$ cat config.mk
export PLATFORM = sky130hd
export DESIGN_NAME = dbl_trap_router
export DESIGN_NICKNAME = d
export VERILOG_FILES = /design/src/rtl/dtr_pkg.sv /design/src/rtl/dtr_classify.sv /design/src/rtl/dtr_ret_clear.sv /design/src/rtl/dtr_pipe_reg.sv /design/src/rtl/dbl_trap_router.sv
export SDC_FILE = /design/constraint.sdc
export NUM_CORES = 1
export LEC_CHECK = 0
export ABC_AREA = 1
export BUFFER_PORTS_ARGS = -buffer_cell sky130_fd_sc_hd__buf_4
export CORE_MARGIN = 4
export CORE_UTILIZATION = 38
export DETAILED_ROUTE_END_ITERATION = 8
export HOLD_SLACK_MARGIN = 0.06
export PLACE_DENSITY_LB_ADDON = 0.1
export SYNTH_ARGS = -nofsm -noshare
export SYNTH_HDL_FRONTEND = slang
export SYNTH_SLANG_ARGS = --single-unit
$ cat constraint.sdc
create_clock -name clk_i -period 1.6 [get_ports clk_i]
set_clock_uncertainty 0.1 [all_clocks]
set_input_delay 0.08 -clock clk_i [delete_from_list [all_inputs] [get_ports clk_i]]
set_output_delay 0.08 -clock clk_i [all_outputs]
set_load 0.05 [all_outputs]
$ cat src/rtl/dtr_pkg.sv
package dtr_pkg;
  typedef enum logic [1:0] {
    PRIV_U = 2'd0,
    PRIV_S = 2'd1,
    PRIV_M = 2'd3
  } priv_e;

  typedef enum logic [1:0] {
    TGT_NORMAL = 2'd0,
    TGT_M_DBL  = 2'd1,
    TGT_RNMI   = 2'd2,
    TGT_CRIT   = 2'd3
  } tgt_e;

  localparam int unsigned DBL_TRAP_CODE = 16;
endpackage

$ cat src/rtl/dtr_classify.sv
module dtr_classify
  import dtr_pkg::*;
(
  input  logic       trap_valid_i,
  input  logic [1:0] priv_i,
  input  logic       virt_i,
  input  logic       deleg_s_i,
  input  logic       sdt_i,
  input  logic       vsdt_i,
  input  logic       mdt_i,
  input  logic       nmie_i,
  output tgt_e       tgt_o,
  output logic       vec_mtvec_o,
  output logic       s_we_o,
  output logic       cause_we_o,
  output logic       crit_o
);
  logic in_s, in_m, lvl_guard, s_hit, m_hit;

  assign in_s      = (priv_i == PRIV_S);
  assign in_m      = (priv_i == PRIV_M);
  // guard bit of the level that would receive the trap
  assign lvl_guard = virt_i ? vsdt_i : sdt_i;
  assign s_hit     = in_s & deleg_s_i & lvl_guard;
  assign m_hit     = in_m & mdt_i;

  always_comb begin
    tgt_o = TGT_NORMAL;
    if (m_hit)      tgt_o = nmie_i ? TGT_RNMI : TGT_CRIT;
    else if (s_hit) tgt_o = TGT_M_DBL;
  end

  always_comb begin
    vec_mtvec_o = 1'b0;
    s_we_o      = 1'b0;
    cause_we_o  = 1'b0;
    crit_o      = 1'b0;
    if (trap_valid_i) begin
      unique case (tgt_o)
        TGT_NORMAL: begin
          vec_mtvec_o = ~deleg_s_i;
          s_we_o      = deleg_s_i;
        end
        TGT_M_DBL: begin
          vec_mtvec_o = 1'b1;
          cause_we_o  = 1'b1;
        end
        TGT_CRIT: crit_o = 1'b1;
        default: ;
      endcase
    end
  end
endmodule

$ cat src/rtl/dtr_ret_clear.sv
module dtr_ret_clear
  import dtr_pkg::*;
(
  input  logic       mret_i,
  input  logic [1:0] mpp_i,
  input  logic       mpv_i,
  input  logic       mnret_i,
  output logic       clr_sdt_o,
  output logic       clr_vsdt_o,
  output logic       clr_mdt_o
);
  logic to_s;
  assign to_s       = mret_i & (mpp_i == PRIV_S);
  assign clr_sdt_o  = to_s & ~mpv_i;
  assign clr_vsdt_o = to_s & mpv_i;
  assign clr_mdt_o  = mnret_i;
endmodule

$ cat src/rtl/dtr_pipe_reg.sv
module dtr_pipe_reg #(
  parameter int unsigned WIDTH = 8
) (
  input  logic             clk_i,
  input  logic             rst_ni,
  input  logic [WIDTH-1:0] d_i,
  output logic [WIDTH-1:0] q_o
);
  always_ff @(posedge clk_i or negedge rst_ni) begin
    if (!rst_ni) q_o <= '0;
    else         q_o <= d_i;
  end
endmodule

$ cat src/rtl/dbl_trap_router.sv
module dbl_trap_router
  import dtr_pkg::*;
#(
  parameter int unsigned XLEN    = 64,
  parameter int unsigned CAUSE_W = 6
) (
  input  logic               clk_i,
  input  logic               rst_ni,
  input  logic               trap_valid_i,
  input  logic [CAUSE_W-1:0] trap_cause_i,
  input  logic [1:0]         priv_i,
  input  logic               virt_i,
  input  logic               deleg_s_i,
  input  logic               sstatus_sdt_i,
  input  logic               vsstatus_sdt_i,
  input  logic               mstatus_mdt_i,
  input  logic               mnstatus_nmie_i,
  input  logic               mret_i,
  input  logic [1:0]         mret_mpp_i,
  input  logic               mret_mpv_i,
  input  logic               mnret_i,
  output logic               route_valid_o,
  output logic [1:0]         route_tgt_o,
  output logic               vec_mtvec_o,
  output logic               s_trap_we_o,
  output logic               mcause_we_o,
  output logic [XLEN-1:0]    mcause_o,
  output logic               mtval2_we_o,
  output logic [XLEN-1:0]    mtval2_o,
  output logic               crit_err_o,
  output logic               clr_sdt_o,
  output logic               clr_vsdt_o,
  output logic               clr_mdt_o
);
  // valid, tgt(2), mtvec, s_we, cause_we, crit, clr x3, cause
  localparam int unsigned CTRL_W = 10;
  localparam int unsigned REG_W  = CTRL_W + CAUSE_W;

  tgt_e c_tgt;
  logic c_mtvec, c_swe, c_cwe, c_crit;
  logic r_sdt, r_vsdt, r_mdt;
  logic [CAUSE_W-1:0] c_cause;
  logic [REG_W-1:0]   d_vec, q_vec;
  logic               q_cwe;
  logic [CAUSE_W-1:0] q_cause;

  dtr_classify u_classify (
    .trap_valid_i (trap_valid_i),
    .priv_i       (priv_i),
    .virt_i       (virt_i),
    .deleg_s_i    (deleg_s_i),
    .sdt_i        (sstatus_sdt_i),
    .vsdt_i       (vsstatus_sdt_i),
    .mdt_i        (mstatus_mdt_i),
    .nmie_i       (mnstatus_nmie_i),
    .tgt_o        (c_tgt),
    .vec_mtvec_o  (c_mtvec),
    .s_we_o       (c_swe),
    .cause_we_o   (c_cwe),
    .crit_o       (c_crit)
  );

  dtr_ret_clear u_ret_clear (
    .mret_i     (mret_i),
    .mpp_i      (mret_mpp_i),
    .mpv_i      (mret_mpv_i),
    .mnret_i    (mnret_i),
    .clr_sdt_o  (r_sdt),
    .clr_vsdt_o (r_vsdt),
    .clr_mdt_o  (r_mdt)
  );

  assign c_cause = c_cwe ? trap_cause_i : '0;

  assign d_vec = {trap_valid_i,
                  trap_valid_i ? c_tgt : TGT_NORMAL,
                  c_mtvec, c_swe, c_cwe, c_crit,
                  r_sdt, r_vsdt, r_mdt,
                  c_cause};

  dtr_pipe_reg #(.WIDTH(REG_W)) u_out_reg (
    .clk_i  (clk_i),
    .rst_ni (rst_ni),
    .d_i    (d_vec),
    .q_o    (q_vec)
  );

  assign route_valid_o = q_vec[REG_W-1];
  assign route_tgt_o   = q_vec[REG_W-2 -: 2];
  assign vec_mtvec_o   = q_vec[CAUSE_W+6];
  assign s_trap_we_o   = q_vec[CAUSE_W+5];
  assign q_cwe         = q_vec[CAUSE_W+4];
  assign crit_err_o    = q_vec[CAUSE_W+3];
  assign clr_sdt_o     = q_vec[CAUSE_W+2];
  assign clr_vsdt_o    = q_vec[CAUSE_W+1];
  assign clr_mdt_o     = q_vec[CAUSE_W];
  assign q_cause       = q_vec[CAUSE_W-1:0];

  assign mcause_we_o = q_cwe;
  assign mtval2_we_o = q_cwe;
  assign mcause_o    = q_cwe ? XLEN'(DBL_TRAP_CODE) : '0;
  assign mtval2_o    = XLEN'(q_cause);
endmodule

==> impl_results.md <==
* Max FO, Critical Path at 2
* Gr busiest metal: met2
* Area taken by multi-input logic gates at 569 um2
* Die width at between 70 and 80 um
* Vias after detailed routing at 834
* First-pass GRT wire length at ~3400 um
* Row cnt at 22
* Combinational family with the most area after synthesis: buffers and inverters
* Post-Synth Simple-Gate Area at 7.36%
* Peak supply drop at between 300 and 400 uV
* Hold WC Path Type: input port to register
* Post-DR vias/cell at slightly below 3
* Status: completed
* Worst EP required at roughly 1.7 ns
* Cell area after placement at approximately 1400 um2
* Total track usage at under 10%
* Most flop-heavy register: u_out_reg.q_o
* Adder-Cell Fraction of Synth Area at 0%
* Initial antenna violation count at 0
* Final min period at 1.47 ns
* Met2 usage at 14.0%
* Final core utilization at 42.2%
* Crit end category: register
* Worst hold path depth at 3
* Hold endpoint: u_out_reg.q_o[14]$_DFF_PN0_
* Antenna cells at 0
* Inserted Clock Buffers at 3
* Most frequent cells in the layout: conb_1 (121), buf_4 (39), dfrtp_1 (16)
* Yosys cell types at 12
* CTS Sinks at 16
* Worst Setup Path Type: input port to register
* DR pass1 iterations at 2
* Hold Path Origin: priv_i[1]
* CTS tree: yes
* Max cap viols at 0
* CTS clk-pin slew, worst paths at 0.06 ns
* Synth Area per Inst at ~8.4 um2
* Final net count at 257
* Die Y at 70.7 um
* Area growth from synthesis to layout at 5.69%
* Initial Util at about two fifths
* DR iter-0 viols at 13
* Unrepaired setup endpoints after global routing: no
* Post-CTS setup buffers at 0
* CORE AREA at between 3000 and 4000 um2
* Fin. max-slew vios at 0
* Crit start category: input port
* Routed WL at roughly 2300 um
* Post-route ant nets at 0
* CTS root buffer: clkbuf_8
* Final setup violation count at 0
* Deepest clock path buffer count at 2
* Synth Register Bits at 16
* Routability cong. at about 0.64
* Arrival time at the worst endpoint at between 1.5 and 2 ns
* Mux cell area share after synthesis at 0%
* DRC violations left at 0
* Sequential share of the synthesized area at 26.8%
* Fmax at 681 MHz
* Fill cell count at 400
* GR Util met1 at under 10%
* Reg area at roughly 400 um2
* Most common cell after layout, fill and taps aside: conb_1
* Layout cells sized above 1 at between 10% and 20%
* Vias in the first global route at 767
* Post-DP HPWL at a little under 2000 um
* Design Area, Final at roughly 1600 um2
* Pleak at around 1.0 nW
* Final period utilization at 91.8%
* H-Tree Depth at 1
* Power per Cell Area at 976 nW/um2
* Die area at between 5000 and 6000 um2
* I/O Buffers at 39
* Yosys warnings at 0
* Routed WL per cell at slightly above 8 um
* Largest registers: u_out_reg.q_o (16)
* Setup TNS at 0 ns
* Compound-Gate Fraction of Synth Area at less than 1%
* Max reg flops at 16
* Xor and xnor fraction of the mapped netlist area at 0%
* Overflow after GRT at 0
* Top-level I/O count at about 160
* M3 GR Usage at 1.99%
* Synth Cell Area at around 1500 um2
* Hold Fails Final Rpt at 0
* Mapped Cells at 179
* Largest net degree at the start of global routing at 17
[worst max path at each step]
stage / cells past startpoint / to / from / slack (ns)
3_5_place_dp: 6 / u_out_reg.q_o[2]$_DFF_PN0_ / priv_i[1] / 0.72
4_1_cts: 5 / u_out_reg.q_o[7]$_DFF_PN0_ / mret_mpp_i[1] / 0.14
2_1_floorplan: 1 / mcause_o[4] / u_out_reg.q_o[10]$_DFF_PN0_ / 0.52
6_report: 5 / u_out_reg.q_o[7]$_DFF_PN0_ / mret_mpp_i[1] / 0.13
5_1_grt: 5 / u_out_reg.q_o[7]$_DFF_PN0_ / mret_mpp_i[1] / 0.1
3_3_place_gp: 6 / u_out_reg.q_o[0]$_DFF_PN0_ / priv_i[1] / 0.72
[routing by layer]
| layer | vias to the layer above | wire [um] |
|---|---|---|
| met3 | 2 | 379 |
| met2 | 83 | 1230 |
| met4 | 0 | 21 |
| met5 | - | 0 |
| li1 | 392 | - |
| met1 | 357 | 704 |
[kinds of logic after synthesis]
logic type	after synthesis
AO/OA/AOI/OAI	1
other	1
flip-flops	16
AND/OR/NAND/NOR	24
buffers and inverters	137
[final cells by class]
cell class,count,area share [%]
Sequential cell,16,25.3
Inverter,14,3.33
Tap cell,48,3.80
Timing Repair Buffer,54,28.0
Clock buffer,4,3.48
Multi-Input combinational cell,146,36.0
[worst max-delay path, stage by stage]
cell	delay (ns)
dlygate4sd3_1	0.54
buf_4	0.13
nand3b_1	0.16
dlygate4sd3_1	0.56
nor2_1	0.08
[where the power goes]
part	switching (mW)	leakage, nW	total (mW)	internal (mW)
logic	0.706	0.787	0.784	0.0776
clock network	0.122	0.0288	0.340	0.218
registers	0.00287	0.215	0.418	0.415
total	0.831	1.03	1.54	0.711
[cells in the mapped netlist, drive strengths merged]
cell type,count,share of area (%)
nand3b,1,0.50
conb,1,0.25
nand3,2,1.0
nor3,1,0.67
dfrtp,16,27
nand2,9,2.3
nor2,11,2.9
a21oi,1,0.33
inv,14,3.5
buf,123,62
[through the flow]
step	total power, mW	hold slack [ns]	std cells	setup slack, ns
floorplan	1.33	-0.316	299	0.515
finish	1.54	0.0855	282	0.132
detailed placement	1.17	-0.150	263	0.719
global route	1.62	0.0981	282	0.0953
CTS	1.55	0.0820	282	0.143
global placement	1.17	-0.150	263	0.715
[what timing repair did]
item / CTS / global route
resized for setup: 0 / 0
hold endpoints to repair: 31 / 0
hold buffers: 15 / 0
setup endpoints to repair: 0 / 0
Note: power is estimated with default switching activity, not from simulation.
